[config.mk]
export PLATFORM = sky130hd
export DESIGN_NAME = sdr_cmd_ctrl
export DESIGN_NICKNAME = d
export VERILOG_FILES = /design/src/rtl/sdr_cmd_ctrl.sv
export SDC_FILE = /design/constraint.sdc
export NUM_CORES = 1
export LEC_CHECK = 0
export BUFFER_PORTS_ARGS = -buffer_cell sky130_fd_sc_hd__clkbuf_2
export CAP_MARGIN = 5
export CORE_ASPECT_RATIO = 0.75
export CORE_MARGIN = 1.5
export CORE_UTILIZATION = 40
export DETAILED_ROUTE_END_ITERATION = 16
export PLACE_DENSITY_LB_ADDON = 0.12
export RECOVER_POWER = 50
export SLEW_MARGIN = 0
export SYNTH_ARGS = -nofsm -noshare
export SYNTH_HDL_FRONTEND = slang
export SYNTH_SLANG_ARGS = --single-unit
export TNS_END_PERCENT = 100
[constraint.sdc]
create_clock -name clk -period 3.35 [get_ports clk]
set_clock_uncertainty 0.1 [all_clocks]
set_input_delay 0.8375 -clock clk [delete_from_list [all_inputs] [get_ports clk]]
set_output_delay 0.8375 -clock clk [all_outputs]
set_load 0.03 [all_outputs]
[src/rtl/sdr_cmd_ctrl.sv]
module sdr_cmd_ctrl #(
  parameter int BANK_W       = 2,
  parameter int ROW_W        = 12,
  parameter int COL_W        = 9,
  parameter int DATA_W       = 16,
  parameter int T_POWERUP    = 13300,
  parameter int T_RP         = 2,
  parameter int T_RCD        = 2,
  parameter int CAS_LAT      = 2,
  parameter int T_WR         = 2,
  parameter int T_RFC        = 7,
  parameter int T_MRD        = 2,
  parameter int REF_INTERVAL = 2000
) (
  input  logic                            clk,
  input  logic                            rst_n,
  input  logic                            req_valid,
  output logic                            req_ready,
  input  logic                            req_write,
  input  logic [BANK_W+ROW_W+COL_W-1:0]   req_addr,
  input  logic [DATA_W-1:0]               req_wdata,
  output logic                            rd_valid,
  output logic [DATA_W-1:0]               rd_data,
  output logic                            sd_cs_n,
  output logic                            sd_ras_n,
  output logic                            sd_cas_n,
  output logic                            sd_we_n,
  output logic [BANK_W-1:0]               sd_ba,
  output logic [ROW_W-1:0]                sd_a,
  output logic [DATA_W/8-1:0]             sd_dqm,
  output logic [DATA_W-1:0]               sd_dq_out,
  output logic                            sd_dq_oe,
  input  logic [DATA_W-1:0]               sd_dq_in
);

  localparam int ADDR_W = BANK_W + ROW_W + COL_W;
  localparam int CW = $clog2(T_POWERUP + T_RFC + T_RP + T_WR + CAS_LAT + T_RCD + T_MRD + 1);
  localparam int RW = $clog2(REF_INTERVAL + 1);

  localparam logic [CW-1:0] PWR_LD = CW'(T_POWERUP - 1);
  localparam logic [CW-1:0] RP_LD  = CW'(T_RP - 1);
  localparam logic [CW-1:0] RCD_LD = CW'(T_RCD - 1);
  localparam logic [CW-1:0] WR_LD  = CW'(T_WR - 1);
  localparam logic [CW-1:0] CL_LD  = CW'(CAS_LAT - 1);
  localparam logic [CW-1:0] RFC_LD = CW'(T_RFC - 1);
  localparam logic [CW-1:0] MRD_LD = CW'(T_MRD - 1);
  localparam logic [RW-1:0] REF_LD = RW'(REF_INTERVAL - 1);

  localparam logic [ROW_W-1:0] A_ALLBANK = ROW_W'(1024);
  localparam logic [ROW_W-1:0] MODE_WORD = ROW_W'(CAS_LAT << 4);

  localparam logic [3:0] C_NOP = 4'b0111;
  localparam logic [3:0] C_ACT = 4'b0011;
  localparam logic [3:0] C_RD  = 4'b0101;
  localparam logic [3:0] C_WR  = 4'b0100;
  localparam logic [3:0] C_PRE = 4'b0010;
  localparam logic [3:0] C_REF = 4'b0001;
  localparam logic [3:0] C_LMR = 4'b0000;

  typedef enum logic [2:0] {
    S_PWR, S_REF1, S_REF2, S_MRS, S_IDLE, S_ACCESS, S_CLOSE
  } st_t;

  st_t               st;
  logic [CW-1:0]     cnt;
  logic [3:0]        cmd_q;
  logic [BANK_W-1:0] ba_q;
  logic [ROW_W-1:0]  a_q;
  logic [DATA_W-1:0] dq_q;
  logic              oe_q;
  logic [CAS_LAT:0]  rd_pipe;
  logic [RW-1:0]     ref_cnt;
  logic              ref_pend;
  logic              we_q;
  logic [ADDR_W-1:0] addr_q;
  logic [DATA_W-1:0] wdata_q;

  wire init_done = (st == S_IDLE) || (st == S_ACCESS) || (st == S_CLOSE);
  wire slot      = (cnt == '0);
  wire take_ref  = (st == S_IDLE) && slot && ref_pend;
  wire issue_rd  = (st == S_ACCESS) && slot && !we_q;

  assign req_ready = (st == S_IDLE) && slot && !ref_pend;
  assign {sd_cs_n, sd_ras_n, sd_cas_n, sd_we_n} = cmd_q;
  assign sd_ba     = ba_q;
  assign sd_a      = a_q;
  assign sd_dq_out = dq_q;
  assign sd_dq_oe  = oe_q;
  assign sd_dqm    = init_done ? '0 : '1;
  assign rd_valid  = rd_pipe[CAS_LAT];
  assign rd_data   = sd_dq_in;

  always_ff @(posedge clk or negedge rst_n) begin
    if (!rst_n) begin
      ref_cnt  <= REF_LD;
      ref_pend <= 1'b0;
    end else if (!init_done) begin
      ref_cnt  <= REF_LD;
      ref_pend <= 1'b0;
    end else if (ref_cnt == '0) begin
      ref_cnt  <= REF_LD;
      ref_pend <= 1'b1;
    end else begin
      ref_cnt <= ref_cnt - 1'b1;
      if (take_ref) ref_pend <= 1'b0;
    end
  end

  always_ff @(posedge clk or negedge rst_n) begin
    if (!rst_n) begin
      st      <= S_PWR;
      cnt     <= PWR_LD;
      cmd_q   <= C_NOP;
      ba_q    <= '0;
      a_q     <= '0;
      dq_q    <= '0;
      oe_q    <= 1'b0;
      rd_pipe <= '0;
      we_q    <= 1'b0;
      addr_q  <= '0;
      wdata_q <= '0;
    end else begin
      cmd_q   <= C_NOP;
      oe_q    <= 1'b0;
      rd_pipe <= {rd_pipe[CAS_LAT-1:0], issue_rd};
      if (!slot) begin
        cnt <= cnt - 1'b1;
      end else begin
        case (st)
          S_PWR: begin
            cmd_q <= C_PRE;
            a_q   <= A_ALLBANK;
            cnt   <= RP_LD;
            st    <= S_REF1;
          end
          S_REF1: begin
            cmd_q <= C_REF;
            cnt   <= RFC_LD;
            st    <= S_REF2;
          end
          S_REF2: begin
            cmd_q <= C_REF;
            cnt   <= RFC_LD;
            st    <= S_MRS;
          end
          S_MRS: begin
            cmd_q <= C_LMR;
            ba_q  <= '0;
            a_q   <= MODE_WORD;
            cnt   <= MRD_LD;
            st    <= S_IDLE;
          end
          S_IDLE: begin
            if (ref_pend) begin
              cmd_q <= C_REF;
              cnt   <= RFC_LD;
            end else if (req_valid) begin
              cmd_q   <= C_ACT;
              ba_q    <= req_addr[COL_W+ROW_W +: BANK_W];
              a_q     <= req_addr[COL_W +: ROW_W];
              we_q    <= req_write;
              addr_q  <= req_addr;
              wdata_q <= req_wdata;
              cnt     <= RCD_LD;
              st      <= S_ACCESS;
            end
          end
          S_ACCESS: begin
            a_q <= ROW_W'(addr_q[COL_W-1:0]);
            if (we_q) begin
              cmd_q <= C_WR;
              dq_q  <= wdata_q;
              oe_q  <= 1'b1;
              cnt   <= WR_LD;
            end else begin
              cmd_q <= C_RD;
              cnt   <= CL_LD;
            end
            st <= S_CLOSE;
          end
          S_CLOSE: begin
            cmd_q <= C_PRE;
            a_q   <= '0;
            cnt   <= RP_LD;
            st    <= S_IDLE;
          end
          default: st <= S_PWR;
        endcase
      end
    end
  end

endmodule

== Yosys cells after proc, flatten, opt, wreduce, memory -nomap -nowiden ==
Cells that the tools add are included.
Word-level totals
  register bits after elaboration: 93
Cells by class
  add/subtract/negate cells: 2
  eq/ne operators: 11
  mux-type cells: 27
  bitwise logic cells: 1
  reductions and logical operators: 24
Operator list (count)
  one-hot mux 12 bit (5 select lines): 1
  two-way mux 14 bit: 3
  one-hot mux 14 bit (3 select lines): 1
  two-way mux 12 bit: 2
  two-way mux 11 bit: 2
  one-hot mux 3 bit (6 select lines): 1
  two-way mux 3 bit: 5
  one-hot mux 3 bit (5 select lines): 1
  logical NOT 14 bit: 1
  subtractor 14 x 1 -> 14 bit (second input constant): 1
  AND reduction 4 bit: 3
  logical NOT 11 bit: 1
  subtractor 11 x 1 -> 11 bit (second input constant): 1
  equality test 3 bit (second input constant): 3
  two-way mux 1 bit: 7
  equality test 3 x 2 -> 1 bit (second input constant): 2
  two-way mux 2 bit: 3
  AND reduction 3 bit: 2
  OR reduction 2 bit: 3
  logical AND 1 bit: 5
  nonzero test 5 bit: 1
  != test 2 bit (second input constant): 2
  != test 4 x 3 -> 1 bit (second input constant): 1
  != test 4 bit (second input constant): 1
  10 further kinds: 12

== Logic depth before layout (Yosys ltp) ==
Gate-level depths: netlist of run 1.
  depth after elaboration: 6
  depth in mapped cells: 7

== Worst setup path before layout of run 1 ==
OpenSTA, ideal clock, no wires.
  path kind: reg-to-output
  start point: reg cnt[4]
  end point: out req_ready
  arrival: 2507 ps
  slack: -95 ps
  stages on the path, launching flop included: 5
  cell sequence: dfstp_2 > or4_4 > nor4_1 > nand2_1 > nor3_1
On the way
  longest elaborated chain between the ends: 3
RTL lines
  start: declaration: line 65  | logic [CW-1:0] cnt;
  start signal: assignment: line 127  | cnt <= cnt - 1'b1;
  logical NOT 14 bit: line 79  | wire slot = (cnt == '0);
  logical AND 1 bit (2 in a row): line 83  | assign req_ready = (st == S_IDLE) && slot && !ref_pend;
  end: declaration: line 18  | output logic req_ready,
Every way passes these cells.

== Final worst setup path of run 1 ==
Ends and elaborated chain as after synthesis.

==> results of run 1 <==
## per-stage QoR
| stage | area (µm²) | hold WS [ps] |
|---|---|---|
| after floorplan | 4210 | 231 |
| after global placement | 4640 | 234 |
| after detailed placement | 4640 | 235 |
| after CTS | 4910 | 249 |
| after global routing | 4900 | 267 |
| final | 4900 | 248 |
## how the worst max path moves through the flow
stage / startpoint / cells after the start / slack (ps) / to
global placement: cnt[4]$_DFFE_PN1P_ / 5 / 550 / req_ready
global route: cnt[4]$_DFFE_PN1P_ / 5 / 40 / req_ready
CTS: cnt[4]$_DFFE_PN1P_ / 5 / 130 / req_ready
finish: cnt[4]$_DFFE_PN1P_ / 5 / 140 / req_ready
detailed placement: cnt[4]$_DFFE_PN1P_ / 5 / 500 / req_ready
floorplan: cnt[4]$_DFFE_PN1P_ / 4 / 150 / req_ready
## per-layer routing
metal | share of wire [%] | routed length (µm) | up-vias
met5 | 0 | 0 | -
met4 | 1.7 | 146 | 0
met3 | 6.6 | 557 | 23
met2 | 42 | 3610 | 68
met1 | 49 | 4190 | 1346
li1 | - | - | 1337
## cell usage after synthesis, drive strengths merged, types with 4 or more instances
cell	count	area [µm²]
a21oi	10	50.1
a22o	11	96.3
buf	26	193
clkbuf	5	18.8
dfrtp	70	1750
dfstp	22	578
ha	4	50.1
inv	9	33.8
mux2	53	597
nand2	19	71.3
nand3	4	20.0
nor2	13	48.8
nor2b	4	25.0
nor3	6	35.0
nor4	7	58.8
o211ai	4	30.0
o21ai	12	60.1
o31ai	7	52.6
or4	5	45.0
xnor2	10	87.6
xor2	4	35.0
## power breakdown
group / internal (mW) / switching, mW
logic: 0.301 / 0.380
registers: 1.37 / 0.179
clock network: 0.501 / 0.423
## sequential cells by signal, indices dropped and copies added (netlist names)
| name | count |
|---|---|
| sd_dq_out | 16 |
| wdata_q | 16 |
| cnt | 14 |
| sd_a | 12 |
| ref_cnt | 11 |
| addr_q | 9 |
| cmd_q | 3 |
| rd_pipe | 3 |
| st | 3 |
| sd_ba | 2 |
| ref_pend | 1 |
| sd_dq_oe | 1 |
| we_q | 1 |
## worst max-delay path: stages, from the launching register on
cell and delay, ps:
dfstp_2 390, or4_4 570, nor4_1 270, nand2_1 260, nor3_2 220, clkbuf_2 230
## placed cells by master (no fill, tap or decap), types with 3 or more instances in the layout
cell / count
dfrtp_1: 70
clkbuf_2: 70
mux2_2: 52
dfstp_2: 22
nand2_1: 19
nor2_1: 13
o21ai_0: 12
a22o_1: 11
clkbuf_1: 11
a21oi_1: 10
xnor2_1: 10
inv_1: 9
clkbuf_16: 9
o31ai_1: 7
buf_4: 7
nor4_1: 6
nor2b_1: 4
xor2_1: 4
nand3_1: 4
nor3_1: 4
o211ai_1: 4
ha_1: 4
mux2i_1: 3
and2_1: 3
or4_1: 3
nor3b_1: 3
o2bb2ai_1: 3
clkinvlp_4: 3
## cell type report
type / count / area [µm²] / area share [%]
Timing Repair Buffer: 88 / 460 / 9.40
Clock inverter: 6 / 41.3 / 0.843
Tap cell: 136 / 170 / 3.47
Multi-Input combinational cell: 207 / 1630 / 33.3
Inverter: 9 / 33.8 / 0.690
Clock buffer: 10 / 229 / 4.68
Sequential cell: 92 / 2330 / 47.6
## logic make-up after synthesis
kind of cell / share of synthesized area [%]
compound gates: 9.56
flops: 55.4
simple gates: 10.1
other cells: 0.0892
buf+inv: 5.83
fa+ha+maj: 1.19
xor+xnor: 2.92
mux: 14.9
==> impl_metrics.toml, run 1 <==
[floorplanning]
die_area_um2 = 11100
rows = 32
ios = 114
start_util_pct = 41.0
coreArea_um2 = 10200
die_w_um = 121
die_h_um = 91.8

[clock_network]
cts_max_level = 3
cts_buffers = 9
clk_path_buf_depth = 2
cts_resized = 0
clk_latency_ps = 340
cts_setup_buffers = 0
cts.sinks = 92
postCtsHoldBufs = 0
cts_tree = "yes"
path_clk_slew_ps = 60
root_buffer = "clkbuf_16"

[sta]
hold_violations = 0
period_share_pct = 95.8
worst_slew_pin_slew_ps = 2380
slew_headroom_pct = -58.8
rsz0062_at_grt = "no"
max_freq_ghz = 0.312
slew_viol_final = 44
fin_crit_ps = 3210
setup_tns_ps = 0
setup_slack_ps = 140
setup_viol = 0

[final_layout]
drive_above_1_share_pct = 42.0
nNetsFinal = 470
syn_to_final_growth_pct = 16.5
final_util_pct = 47.8
n_fill_cell = 937
antennaDiodeCount = 0
fin_cells = 548

[grt]
grt_pass1_vias = 2704
grt_most_used_layer = "met1"
track_usage_pct = 16.4
antenna_found_initial = 0
grt_pass1_wl_um = 14000
grt_start_max_net_pins = 50
overflow = 0
use_met3_pct = 6.16
use_met2_pct = 22.7
use_met1_pct = 23.2

[power_and_ir_drop]
power_leakage_nw = 2.22
cellPowerDensity_nw_per_um2 = 643
finalPower_mw = 3.15
vdd_drop_max_v = 0.000315

[yosys]
syn_avg_cell_area_um2 = 12.4
ys_ff_latch = 92
synth_area_um2 = 4200
seq_area_frac_synth_pct = 55.4
synth_edf_count = 0
synth_top_flop_cell = "dfrtp_1"
synth_cell_types = 51
async_reset_ff_share_pct = 100
synth_cells = 339
syn-num-nets = 402
yosys_warnings = 0

[worst_hold_path]
hold_end = "rd_pipe[2]$_DFF_PN0_"
min_path_cells = 0
hp-class = "reg -> reg"
hp-start = "rd_pipe[1]$_DFF_PN0_"

[place]
dp_slack_ps = 503
place.gp.congestion = 0.722
place_inst = 532
dp_hpwl_um = 5900
io_buffers = 80

[routing]
wl_per_cell_um = 15.5
viasPerCell = 5.06
vias = 2774
postRouteAntennaNets = 0
remaining_drc_errors = 0
dr.first_iter.drc_count = 111
wl_um = 8500
drt_first_pass_iters = 4

[critical_path]
rr_worst_depth = 5
r2r_slack_ps = 530
required_ps = 2410
cp.arrival_ps = 2270
crit_path_start_kind = "flip-flop"
endpoint_kind = "primary output"
r2r-end = "wdata_q[3]$_DFFE_PN0P_"
r2r-start = "cnt[4]$_DFFE_PN1P_"
crit_fanout = 7
worstSetupPathType = "reg -> out"

[job]
drv_cap = 1

[outcome]
outcome = "complete, but fails checks"
violations = "capacitance limit, slew limit"
(Power assumes the default switching activity.)
==> inputs of run 2 (changes only) <==
--- a/config.mk
+++ b/config.mk
@@ -11,7 +11,7 @@
 export CORE_MARGIN = 1.5
 export CORE_UTILIZATION = 40
 export DETAILED_ROUTE_END_ITERATION = 16
-export PLACE_DENSITY_LB_ADDON = 0.12
+export PLACE_DENSITY = 0.74
 export RECOVER_POWER = 50
 export SLEW_MARGIN = 0
 export SYNTH_ARGS = -nofsm -noshare
==> impl_metrics.toml, run 2 (synthesized netlist as in run 1, its figures left out) <==
[outcome]
outcome = "complete, but fails checks"
violations = "capacitance limit, slew limit"

[final_layout]
multiInputGateArea_um2 = 1630
stdcell_area_um2 = 4890
n_fill_cell = 980
syn_to_final_growth_pct = 16.4
nNetsFinal = 470
drive_above_1_share_pct = 41.7
final-seq-area_um2 = 2330
final_cell_mix = "70 x dfrtp_1, 70 x clkbuf_2, 52 x mux2_2"
final_util_pct = 47.7
antennaDiodeCount = 0

[critical_path]
crit_path_start_kind = "flip-flop"
cp.arrival_ps = 2180
crit_buf_inv = 1
cp_slowest_stage_delay_ps = 570
worstSetupPathType = "reg -> out"
critical_path.top_delay_family = "simple AND/OR/NAND/NOR gates"
cp_cell_sequence = "or4_4, nor4_1, nand2_1, nor3_2, clkbuf_2"
required_ps = 2410
crit_fanout = 6
endpoint_kind = "primary output"
crit_slowest_cell = "or4_4"

[floorplanning]
die_area_um2 = 11100
ios = 114
start_util_pct = 41.0
coreArea_um2 = 10200
die_w_um = 121
die_h_um = 91.8
rows = 32

[routing]
wl_per_cell_um = 15.9
wl_um = 8710
dr.first_iter.drc_count = 168
vias = 2881
viasPerCell = 5.26
remaining_drc_errors = 0
drt_first_pass_iters = 4
postRouteAntennaNets = 0

[sta]
slew_headroom_pct = -61.5
rsz0062_at_grt = "no"
whs_ps = 249
period_share_pct = 93.1
fin_crit_ps = 3120
hold_violations = 0
slew_viol_final = 44
setup_viol = 0
setup_tns_ps = 0
worst_slew_pin_slew_ps = 2420
max_freq_ghz = 0.321

[worst_hold_path]
hp-class = "reg -> reg"

[grt]
grt_pass1_wl_um = 14200
grt_pass1_vias = 2918
track_usage_pct = 16.4
antenna_found_initial = 0
grt_start_max_net_pins = 50
overflow = 0

[clock_network]
clk_latency_ps = 340
clk_path_buf_depth = 2
cts_tree = "yes"
cts.sinks = 92
path_clk_slew_ps = 60
root_buffer = "clkbuf_16"
cts_buffers = 9
cts_max_level = 3

[place]
io_buffers = 80
place.gp.congestion = 0.836
placed_area_um2 = 4630
dp_hpwl_um = 6150

[power_and_ir_drop]
vdd_drop_max_v = 0.000406
cellPowerDensity_nw_per_um2 = 641
power_leakage_nw = 2.22

[job]
drv_cap = 1
[run 2: cell count changes in the layout (fill, tap and decap cells not counted)]
cell | before | now
clkinvlp_4 | 3 | 1
clkinv_2 | 2 | 3
clkbuf_1 | 11 | 12
[run 2: where the power goes]
| part | total [mW] | internal, mW | switching, mW |
|---|---|---|---|
| registers | 1.55 | 1.37 | 0.187 |
| logic | 0.674 | 0.294 | 0.380 |
| clock network | 0.906 | 0.500 | 0.406 |
[run 2: per-layer routing]
| metal | global-route usage [%] | vias up | part of all wire [%] | wire [µm] |
|---|---|---|---|---|
| met5 | 0 | - | 0 | 0 |
| met1 | 22.3 | 1436 | 45 | 3930 |
| met2 | 25.4 | 99 | 47 | 4070 |
| met4 | 4.31 | 0 | 1.1 | 93 |
| li1 | - | 1332 | - | - |
| met3 | 5.10 | 14 | 7.1 | 615 |
[run 2: what timing repair did]
| item | 4_1_cts | 5_1_grt |
|---|---|---|
| setup endpoints to repair | 0 | 1 |
| hold buffers | 0 | 0 |
| gates resized for setup | 0 | 0 |
| buffers inserted | 0 | 2 |
[run 2: per-stage QoR]
stage	power [mW]	setup slack [ps]	instances
2_1_floorplan	2.06	147	339
3_3_place_gp	2.20	493	530
5_1_grt	3.31	105	548
6_report	3.13	230	548
4_1_cts	3.17	95.6	546
3_5_place_dp	2.25	469	530
[run 2: area by class of cell]
| class | instances | area share, % |
|---|---|---|
| multi-input cells | 207 | 33.4 |
| clock buffers | 11 | 4.76 |
| inverters | 9 | 0.691 |
| repair buffers | 88 | 9.41 |
| clock inverters | 5 | 0.640 |
| well taps | 136 | 3.48 |
| flip-flops and latches | 92 | 47.6 |
[run 2: final timing paths]
check                      slack, ps            startpoint  cells after the start                     end
min                              250  rd_pipe[0]$_DFF_PN0_                      0    rd_pipe[1]$_DFF_PN0_
min reg2reg                      250  rd_pipe[0]$_DFF_PN0_                      0    rd_pipe[1]$_DFF_PN0_
max reg2reg                      520    cnt[4]$_DFFE_PN1P_                      5  wdata_q[6]$_DFFE_PN0P_
max in group asynchronous        630                 rst_n                      1      cnt[2]$_DFFE_PN0P_
min in group asynchronous       1140                 rst_n                      1     sd_a[7]$_DFFE_PN0P_
max                              230    cnt[4]$_DFFE_PN1P_                      5               req_ready
==> inputs of run 3 (changes only) <==
--- a/config.mk
+++ b/config.mk
@@ -8,7 +8,6 @@
 export BUFFER_PORTS_ARGS = -buffer_cell sky130_fd_sc_hd__clkbuf_2
 export CAP_MARGIN = 5
 export CORE_ASPECT_RATIO = 0.75
-export CORE_MARGIN = 1.5
 export CORE_UTILIZATION = 40
 export DETAILED_ROUTE_END_ITERATION = 16
 export PLACE_DENSITY = 0.74
==> constraint.sdc (replaced) <==
create_clock -name clk -period 3.35 [get_ports clk]
set_clock_uncertainty 0.1 [all_clocks]
set_input_delay 1.005 -clock clk [delete_from_list [all_inputs] [get_ports clk]]
set_output_delay 1.005 -clock clk [all_outputs]
set_load 0.03 [all_outputs]
==> impl_metrics.toml, run 3 (synthesized netlist as in run 1, its figures left out) <==
[outcome]
outcome = "complete, but fails checks"
violations = "capacitance limit, slew limit"

[grt]
grt_pass1_vias = 2923
overflow = 0
track_usage_pct = 17.3
antenna_found_initial = 0
use_met1_pct = 22.6
grt_pass1_wl_um = 14700
use_met3_pct = 5.87
grt_most_used_layer = "met2"
grt_start_max_net_pins = 54
use_met2_pct = 26.9

[critical_path]
critical_path.top_delay_family = "simple AND/OR/NAND/NOR gates"
cp_slowest_stage_delay_ps = 590
crit_buf_inv = 1
crit_slowest_cell = "or4_4"
worstSetupPathType = "reg -> out"
crit_path_start_kind = "flip-flop"
cp_cell_sequence = "or4_4, nor4_4, nand2_2, nor3_2, clkbuf_2"
required_ps = 2240
endpoint_kind = "primary output"
cp.arrival_ps = 2140
crit_fanout = 7

[routing]
dr.first_iter.drc_count = 175
drt_first_pass_iters = 4
wl_per_cell_um = 15.5
vias = 2848
postRouteAntennaNets = 0
remaining_drc_errors = 0
wl_um = 8460
viasPerCell = 5.21

[power_and_ir_drop]
power_leakage_nw = 2.26
vdd_drop_max_v = 0.000380
cellPowerDensity_nw_per_um2 = 655

[sta]
rsz0062_at_grt = "no"
setup_tns_ps = 0
hold_violations = 0
max_freq_ghz = 0.309
slew_headroom_pct = -42.4
slew_viol_final = 40
worst_slew_pin_slew_ps = 2140
fin_crit_ps = 3240
period_share_pct = 96.7
setup_viol = 0

[place]
io_buffers = 80
place.gp.congestion = 0.821
dp_hpwl_um = 5840
placed_area_um2 = 4640

[final_layout]
drive_above_1_share_pct = 44.0
final_cell_mix = "79 x clkbuf_2, 70 x dfrtp_1, 52 x mux2_2"
final-seq-area_um2 = 2330
nNetsFinal = 469
n_fill_cell = 957
stdcell_area_um2 = 4950
final_common_cell = "clkbuf_2"
antennaDiodeCount = 0
multiInputGateArea_um2 = 1650
syn_to_final_growth_pct = 17.7

[clock_network]
root_buffer = "clkbuf_16"
cts_buffers = 9
clk_path_buf_depth = 2
clk_latency_ps = 340
path_clk_slew_ps = 60
cts.sinks = 92
cts_max_level = 3
cts_setup_buffers = 0
cts_tree = "yes"

[floorplanning]
rows = 32
coreArea_um2 = 10200
start_util_pct = 41.0
die_h_um = 90.8
ios = 114
die_w_um = 120
die_area_um2 = 10900

[worst_hold_path]
hp-class = "reg -> reg"

[job]
drv_cap = 1
run 3: worst paths after layout:
path / from / endpoint / slack [ps] / cells past startpoint
max: cnt[4]$_DFFE_PN1P_ / req_ready / 110 / 5
min reg2reg: rd_pipe[1]$_DFF_PN0_ / rd_pipe[2]$_DFF_PN0_ / 250 / 0
max in group asynchronous: rst_n / rd_pipe[0]$_DFF_PN0_ / 740 / 1
max reg2reg: cnt[4]$_DFFE_PN1P_ / wdata_q[8]$_DFFE_PN0P_ / 510 / 5
min in group asynchronous: rst_n / sd_ba[0]$_DFFE_PN0P_ / 1180 / 1
min: rd_pipe[1]$_DFF_PN0_ / rd_pipe[2]$_DFF_PN0_ / 250 / 0
run 3: routing by layer:
layer	wire, µm	vias up
met2	3990	85
li1	-	1328
met3	544	15
met4	137	0
met1	3780	1420
met5	0	-
run 3: cell type report:
class,count,area share (%)
Inverter,9,0.683
Clock buffer,14,5.77
Clock inverter,2,0.329
Tap cell,136,3.44
Multi-Input combinational cell,207,33.4
Sequential cell,92,47.1
Timing Repair Buffer,87,9.31
run 3: metrics by stage:
| step | worst slack [ps] | util (%) | instances | total power [mW] | hold slack [ps] |
|---|---|---|---|---|---|
| 3_3_place_gp | 416 | 45.3 | 531 | 2.21 | 233 |
| 2_1_floorplan | 236 | - | 339 | 2.06 | 231 |
| 5_1_grt | 3.75 | 48.3 | 547 | 3.43 | 267 |
| 6_report | 110 | 48.3 | 547 | 3.24 | 247 |
| 4_1_cts | 11.1 | 48.2 | 547 | 3.26 | 248 |
| 3_5_place_dp | 389 | 45.3 | 531 | 2.25 | 235 |
run 3: power by group:
group | total, mW | switching [mW] | internal [mW]
logic | 0.691 | 0.391 | 0.300
registers | 1.56 | 0.188 | 1.37
clock network | 0.994 | 0.404 | 0.590
total | 3.24 | 0.983 | 2.26
run 3: what timing repair did:
action                     4_1_cts  5_1_grt
gates resized for setup          0        2
setup endpoints to repair        0        1
hold buffers                     0        0
